[src/rtl/irq_agg_pkg.sv]
package irq_agg_pkg;
    localparam int unsigned REG_W      = 32;
    localparam int unsigned INT_LINES  = 16;
    localparam logic [REG_W-1:0] RSVD_BITS = 32'h4000_8787;

    localparam logic [7:0] OFF_STATUS  = 8'h30;
    localparam logic [7:0] OFF_PENDING = 8'h34;
    localparam logic [7:0] OFF_ENABLE  = 8'h38;
    localparam logic [7:0] OFF_ACK     = 8'h3C;

    typedef enum logic [2:0] {
        SEL_NONE,
        SEL_STATUS,
        SEL_PENDING,
        SEL_ENABLE,
        SEL_ACK
    } reg_sel_e;

    function automatic reg_sel_e decode_off(input logic [7:0] off);
        unique case (off)
            OFF_STATUS:  return SEL_STATUS;
            OFF_PENDING: return SEL_PENDING;
            OFF_ENABLE:  return SEL_ENABLE;
            OFF_ACK:     return SEL_ACK;
            default:     return SEL_NONE;
        endcase
    endfunction
endpackage

[src/rtl/irq_src_frontend.sv]
module irq_src_frontend
    import irq_agg_pkg::*;
#(
    parameter int unsigned NUM_SRC = 32,
    parameter logic [REG_W-1:0] EDGE_BITS = '1,
    parameter logic [REG_W-1:0] POS_BITS  = '1
) (
    input  logic               clk,
    input  logic               rst_n,
    input  logic [NUM_SRC-1:0] raw_i,
    output logic [REG_W-1:0]   norm_o,
    output logic [REG_W-1:0]   prev_o,
    output logic [REG_W-1:0]   cap_o
);
    for (genvar i = 0; i < REG_W; i++) begin : g_line
        if (i < NUM_SRC) begin : g_live
            logic lvl;
            logic prev_q;
            if (POS_BITS[i]) begin : g_high
                assign lvl = raw_i[i];
            end else begin : g_low
                assign lvl = ~raw_i[i];
            end

            always_ff @(posedge clk or negedge rst_n) begin
                if (!rst_n) prev_q <= 1'b0;
                else        prev_q <= lvl;
            end

            if (EDGE_BITS[i]) begin : g_edge
                assign cap_o[i] = lvl & ~prev_q;
            end else begin : g_level
                assign cap_o[i] = lvl;
            end
            assign norm_o[i] = lvl;
            assign prev_o[i] = prev_q;
        end else begin : g_absent
            assign norm_o[i] = 1'b0;
            assign prev_o[i] = 1'b0;
            assign cap_o[i]  = 1'b0;
        end
    end
endmodule

[src/rtl/irq_status_reg.sv]
module irq_status_reg
    import irq_agg_pkg::*;
#(
    parameter logic [REG_W-1:0] KEEP_BITS = ~RSVD_BITS
) (
    input  logic             clk,
    input  logic             rst_n,
    input  logic [REG_W-1:0] cap_i,
    input  logic [REG_W-1:0] ack_i,
    output logic [REG_W-1:0] status_o
);
    logic [REG_W-1:0] status_q;
    logic [REG_W-1:0] status_d;

    // Clear first, then capture: an event in the same cycle survives.
    always_comb begin
        status_d = ((status_q & ~ack_i) | cap_i) & KEEP_BITS;
    end

    always_ff @(posedge clk or negedge rst_n) begin
        if (!rst_n) status_q <= '0;
        else        status_q <= status_d;
    end

    assign status_o = status_q;
endmodule

[src/rtl/irq_reg_port.sv]
module irq_reg_port
    import irq_agg_pkg::*;
#(
    parameter logic [REG_W-1:0] KEEP_BITS = ~RSVD_BITS
) (
    input  logic             clk,
    input  logic             rst_n,
    input  logic [7:0]       addr_i,
    input  logic             wen_i,
    input  logic [REG_W-1:0] wdata_i,
    input  logic [REG_W-1:0] status_i,
    output logic [REG_W-1:0] rdata_o,
    output logic [REG_W-1:0] ack_o,
    output logic [REG_W-1:0] enable_o,
    output logic [REG_W-1:0] pending_o
);
    reg_sel_e         sel;
    logic [REG_W-1:0] enable_q;

    assign sel = decode_off(addr_i);

    always_ff @(posedge clk or negedge rst_n) begin
        if (!rst_n)                             enable_q <= '0;
        else if (wen_i && (sel == SEL_ENABLE)) enable_q <= wdata_i & KEEP_BITS;
    end

    assign ack_o     = (wen_i && (sel == SEL_ACK)) ? wdata_i : '0;
    assign enable_o  = enable_q;
    assign pending_o = status_i & enable_q;

    always_comb begin
        unique case (sel)
            SEL_STATUS:  rdata_o = status_i;
            SEL_PENDING: rdata_o = pending_o;
            SEL_ENABLE:  rdata_o = enable_q;
            default:     rdata_o = '0;
        endcase
    end
endmodule

[src/rtl/irq_aggregator.sv]
module irq_aggregator
    import irq_agg_pkg::*;
#(
    parameter int unsigned EXT_COUNT     = 16,
    parameter logic [15:0] EXT_EDGE_MASK = 16'h00FF,
    parameter logic [15:0] EXT_POS_MASK  = 16'h0F0F
) (
    input  logic                          clk,
    input  logic                          rst_n,
    input  logic [INT_LINES+EXT_COUNT-1:0] irq_in,
    input  logic [7:0]                    bus_addr,
    input  logic                          bus_wen,
    input  logic [31:0]                   bus_wdata,
    output logic [31:0]                   bus_rdata,
    output logic                          irq_out
);
    localparam int unsigned NUM_SRC = INT_LINES + EXT_COUNT;
    localparam logic [REG_W-1:0] LIVE_BITS =
        (NUM_SRC >= REG_W) ? '1 : ((32'h1 << NUM_SRC) - 32'h1);
    localparam logic [REG_W-1:0] KEEP_MASK = LIVE_BITS & ~RSVD_BITS;
    localparam logic [REG_W-1:0] EDGE_FULL = {EXT_EDGE_MASK, 16'hFFFF};
    localparam logic [REG_W-1:0] POS_FULL  = {EXT_POS_MASK, 16'hFFFF};

    logic [REG_W-1:0] norm_w, prev_w, cap_w, ack_w, stat_w, en_w, pend_w;
    logic [REG_W-1:0] edge_mask_w, keep_mask_w;

    assign edge_mask_w = EDGE_FULL;
    assign keep_mask_w = KEEP_MASK;

    irq_src_frontend #(
        .NUM_SRC(NUM_SRC), .EDGE_BITS(EDGE_FULL), .POS_BITS(POS_FULL)
    ) u_front (
        .clk(clk), .rst_n(rst_n), .raw_i(irq_in),
        .norm_o(norm_w), .prev_o(prev_w), .cap_o(cap_w)
    );

    irq_status_reg #(.KEEP_BITS(KEEP_MASK)) u_stat (
        .clk(clk), .rst_n(rst_n), .cap_i(cap_w), .ack_i(ack_w),
        .status_o(stat_w)
    );

    irq_reg_port #(.KEEP_BITS(KEEP_MASK)) u_port (
        .clk(clk), .rst_n(rst_n), .addr_i(bus_addr), .wen_i(bus_wen),
        .wdata_i(bus_wdata), .status_i(stat_w), .rdata_o(bus_rdata),
        .ack_o(ack_w), .enable_o(en_w), .pending_o(pend_w)
    );

    assign irq_out = |pend_w;
endmodule

[config.mk]
export PLATFORM = sky130hd
export DESIGN_NAME = irq_aggregator
export DESIGN_NICKNAME = d
export VERILOG_FILES = /design/src/rtl/irq_agg_pkg.sv /design/src/rtl/irq_src_frontend.sv /design/src/rtl/irq_status_reg.sv /design/src/rtl/irq_reg_port.sv /design/src/rtl/irq_aggregator.sv
export SDC_FILE = /design/constraint.sdc
export NUM_CORES = 1
export LEC_CHECK = 0
export CAP_MARGIN = 20
export CORE_MARGIN = 8
export CORE_UTILIZATION = 30
export CTS_BUF_LIST = sky130_fd_sc_hd__clkbuf_8 sky130_fd_sc_hd__clkbuf_16
export DETAILED_ROUTE_END_ITERATION = 10
export PLACE_DENSITY = 0.5
export SLEW_MARGIN = 20
export SYNTH_ARGS = -nofsm -noshare
export SYNTH_HDL_FRONTEND = slang
export SYNTH_HIERARCHICAL = 1
export SYNTH_SLANG_ARGS = --single-unit
[constraint.sdc]
create_clock -name clk -period 4.3 [get_ports clk]
set_clock_uncertainty 0.15 [all_clocks]
set_input_delay 0.645 -clock clk [delete_from_list [all_inputs] [get_ports clk]]
set_output_delay 0.645 -clock clk [all_outputs]
set_load 0.005 [all_outputs]
==> reports/metrics.yaml <==
cts.clk_slew.worst_paths_ns: 0.05
drt-pass1-iter-count: 5
die_w_um: 127
slowest_delay_ns: 0.54
drt_iter0_drc: 54
dpl.hpwl_um: 6570
seq_area_um2: 1550
grt_usage: 0.120
reg2reg_slack_ns: 3.38
critPathArrivalTime_ns: 2.73
clockBufferDepth: 2
crit_fanout: 23
dieArea_um2: 16000
slowest_stage: "clkdlybuf4s50_1"
fin_crit_ns: 3.52
die_y_um: 127
vdd_drop_max_uv: 170
drive_gt1_frac: 0.145
multiInputGateArea_um2: 1760
cts_hold_buf: 0
wire_per_inst_um: 16.5
routed_via_density: 4.45
grt_antenna_before_repair: 0
final_hold_viol_count: 0
cts-buffers-inserted: 9
root_buffer: "clkbuf_16"
coreArea_um2: 12000
use_met3: 0.0369
h-tree-depth: 3
fillerInstances: 1188
cts.sinks: 62
drv_cap: 0
ant_nets: 0
crit_type: "in -> out"
required_ns: 3.50
dr_total_vias: 2499
initial_core_util: 0.307
p_leak_nw: 2.07
grt_use_met1: 0.143
avgSynthCellArea_um2: 10.7
place.gp.congestion: 0.703
worstHoldPathType: "in -> async"
fin_crit_sh: 0.819
slew_viol_final: 0
max_slew_margin: 0.404
worstSetupStartpoint: "bus_addr[0]"
tns_ns: 0
yosysWarnings: 6
nets: 486
setup_viol: 0
grt-busiest-layer: "met2"
whs_ns: 0.157
diodes: 0
cp-end-kind: "primary output"
fmaxAchievable_mhz: 284
wl_um: 9290
crit_chain: "clkdlybuf4s50_1 -> nand4bb_2 -> or2_2 -> nor2_1 -> clkdlybuf4s50_1"
clk_latency_ns: 0.33
syn_area_um2: 3670
post-cts-setup-buffers: 0
syn2layout_area_growth_pct: 28.8
power_density_nw_per_um2: 316
grt_pass1_vias: 2729
grt_first_pass_wirelength_um: 15000
rows: 40
ioPinCount: 108
worst_r2r_path_depth: 1
syn-instance-count: 342
critPathLaunchType: "primary input"
grt_max_degree: 43
tightestPinTransition_ns: 0.886
met2_usage: 0.202
port_buffers: 80
crit_path_frequent_cell: "clkdlybuf4s50_1"
grt_overflow: 0
regToRegStartpoint: "u_port/enable_o[4]"
ctsResizeCount: 0
grt_setup_unrepaired: "false"
worst_path_dominant_cell_family: "simple AND/OR/NAND/NOR gates"
status: "finished, final reports clean"
reg2reg_to: "u_port/enable_o[4]"
path_buf_inv: 2
drc: 0
cts_tree: "done"
routing by layer:
layer  vias to the layer above  wire [um]
met5                         -          0
met4                         0        134
met3                        10        463
met2                        51       4550
met1                      1212       4140
li1                       1226          -
per-stage QoR:
step                total power [W]  setup slack (ns)  instance area, um2  instances  utilization
floorplan                  0.000730              1.87                3730        358            -
global placement           0.000801             0.769                4430        547        0.371
detailed placement         0.000803             0.763                4430        547        0.371
CTS                         0.00151             0.753                4720        562        0.395
global route                0.00156             0.709                4720        562        0.395
finish                      0.00149             0.779                4720        562        0.395
how the worst max path moves through the flow:
stage,to,depth (start not counted)
after global placement,bus_rdata[31],5
after CTS,bus_rdata[31],5
after floorplan,bus_rdata[11],5
final,bus_rdata[31],5
after detailed placement,bus_rdata[31],5
after global routing,bus_rdata[31],5
final cells by class:
class / instances / share of cell area
flip-flops and latches: 62 / 0.329
repair buffers: 84 / 0.174
multi-input cells: 223 / 0.373
clock buffers: 13 / 0.0594
well taps: 147 / 0.0390
clock inverters: 2 / 0.00159
inverters: 31 / 0.0246
registers in the layout, indices dropped and copies added, names as in the netlist:
signal and cells:
u_port/enable_o 23, u_front/g_line.g_live.prev_q 16, u_stat/status_o 23
power breakdown:
group	total [W]	switching (W)	internal, W
Sequential	0.000615	0.0000126	0.000603
Combinational	0.000176	0.0000702	0.000105
Clock	0.000700	0.000254	0.000446
cell usage in the layout (no fill, tap or decap):
cell / count
a21o_1: 23
a2bb2oi_1: 23
and2_1: 55
buf_2: 1
buf_4: 5
clkbuf_16: 9
clkbuf_8: 4
clkdlybuf4s50_1: 78
conb_1: 18
dfrtp_1: 62
inv_1: 33
mux2_2: 3
mux2_4: 20
mux2i_1: 23
nand2_1: 1
nand3_1: 1
nand4_1: 2
nand4bb_2: 1
nor2_1: 27
nor2b_4: 12
nor3_2: 1
nor4_1: 8
nor4_2: 1
or2_1: 1
or2_2: 1
or2_4: 1
or4_4: 1
Note: power is estimated with default switching activity, not from simulation.
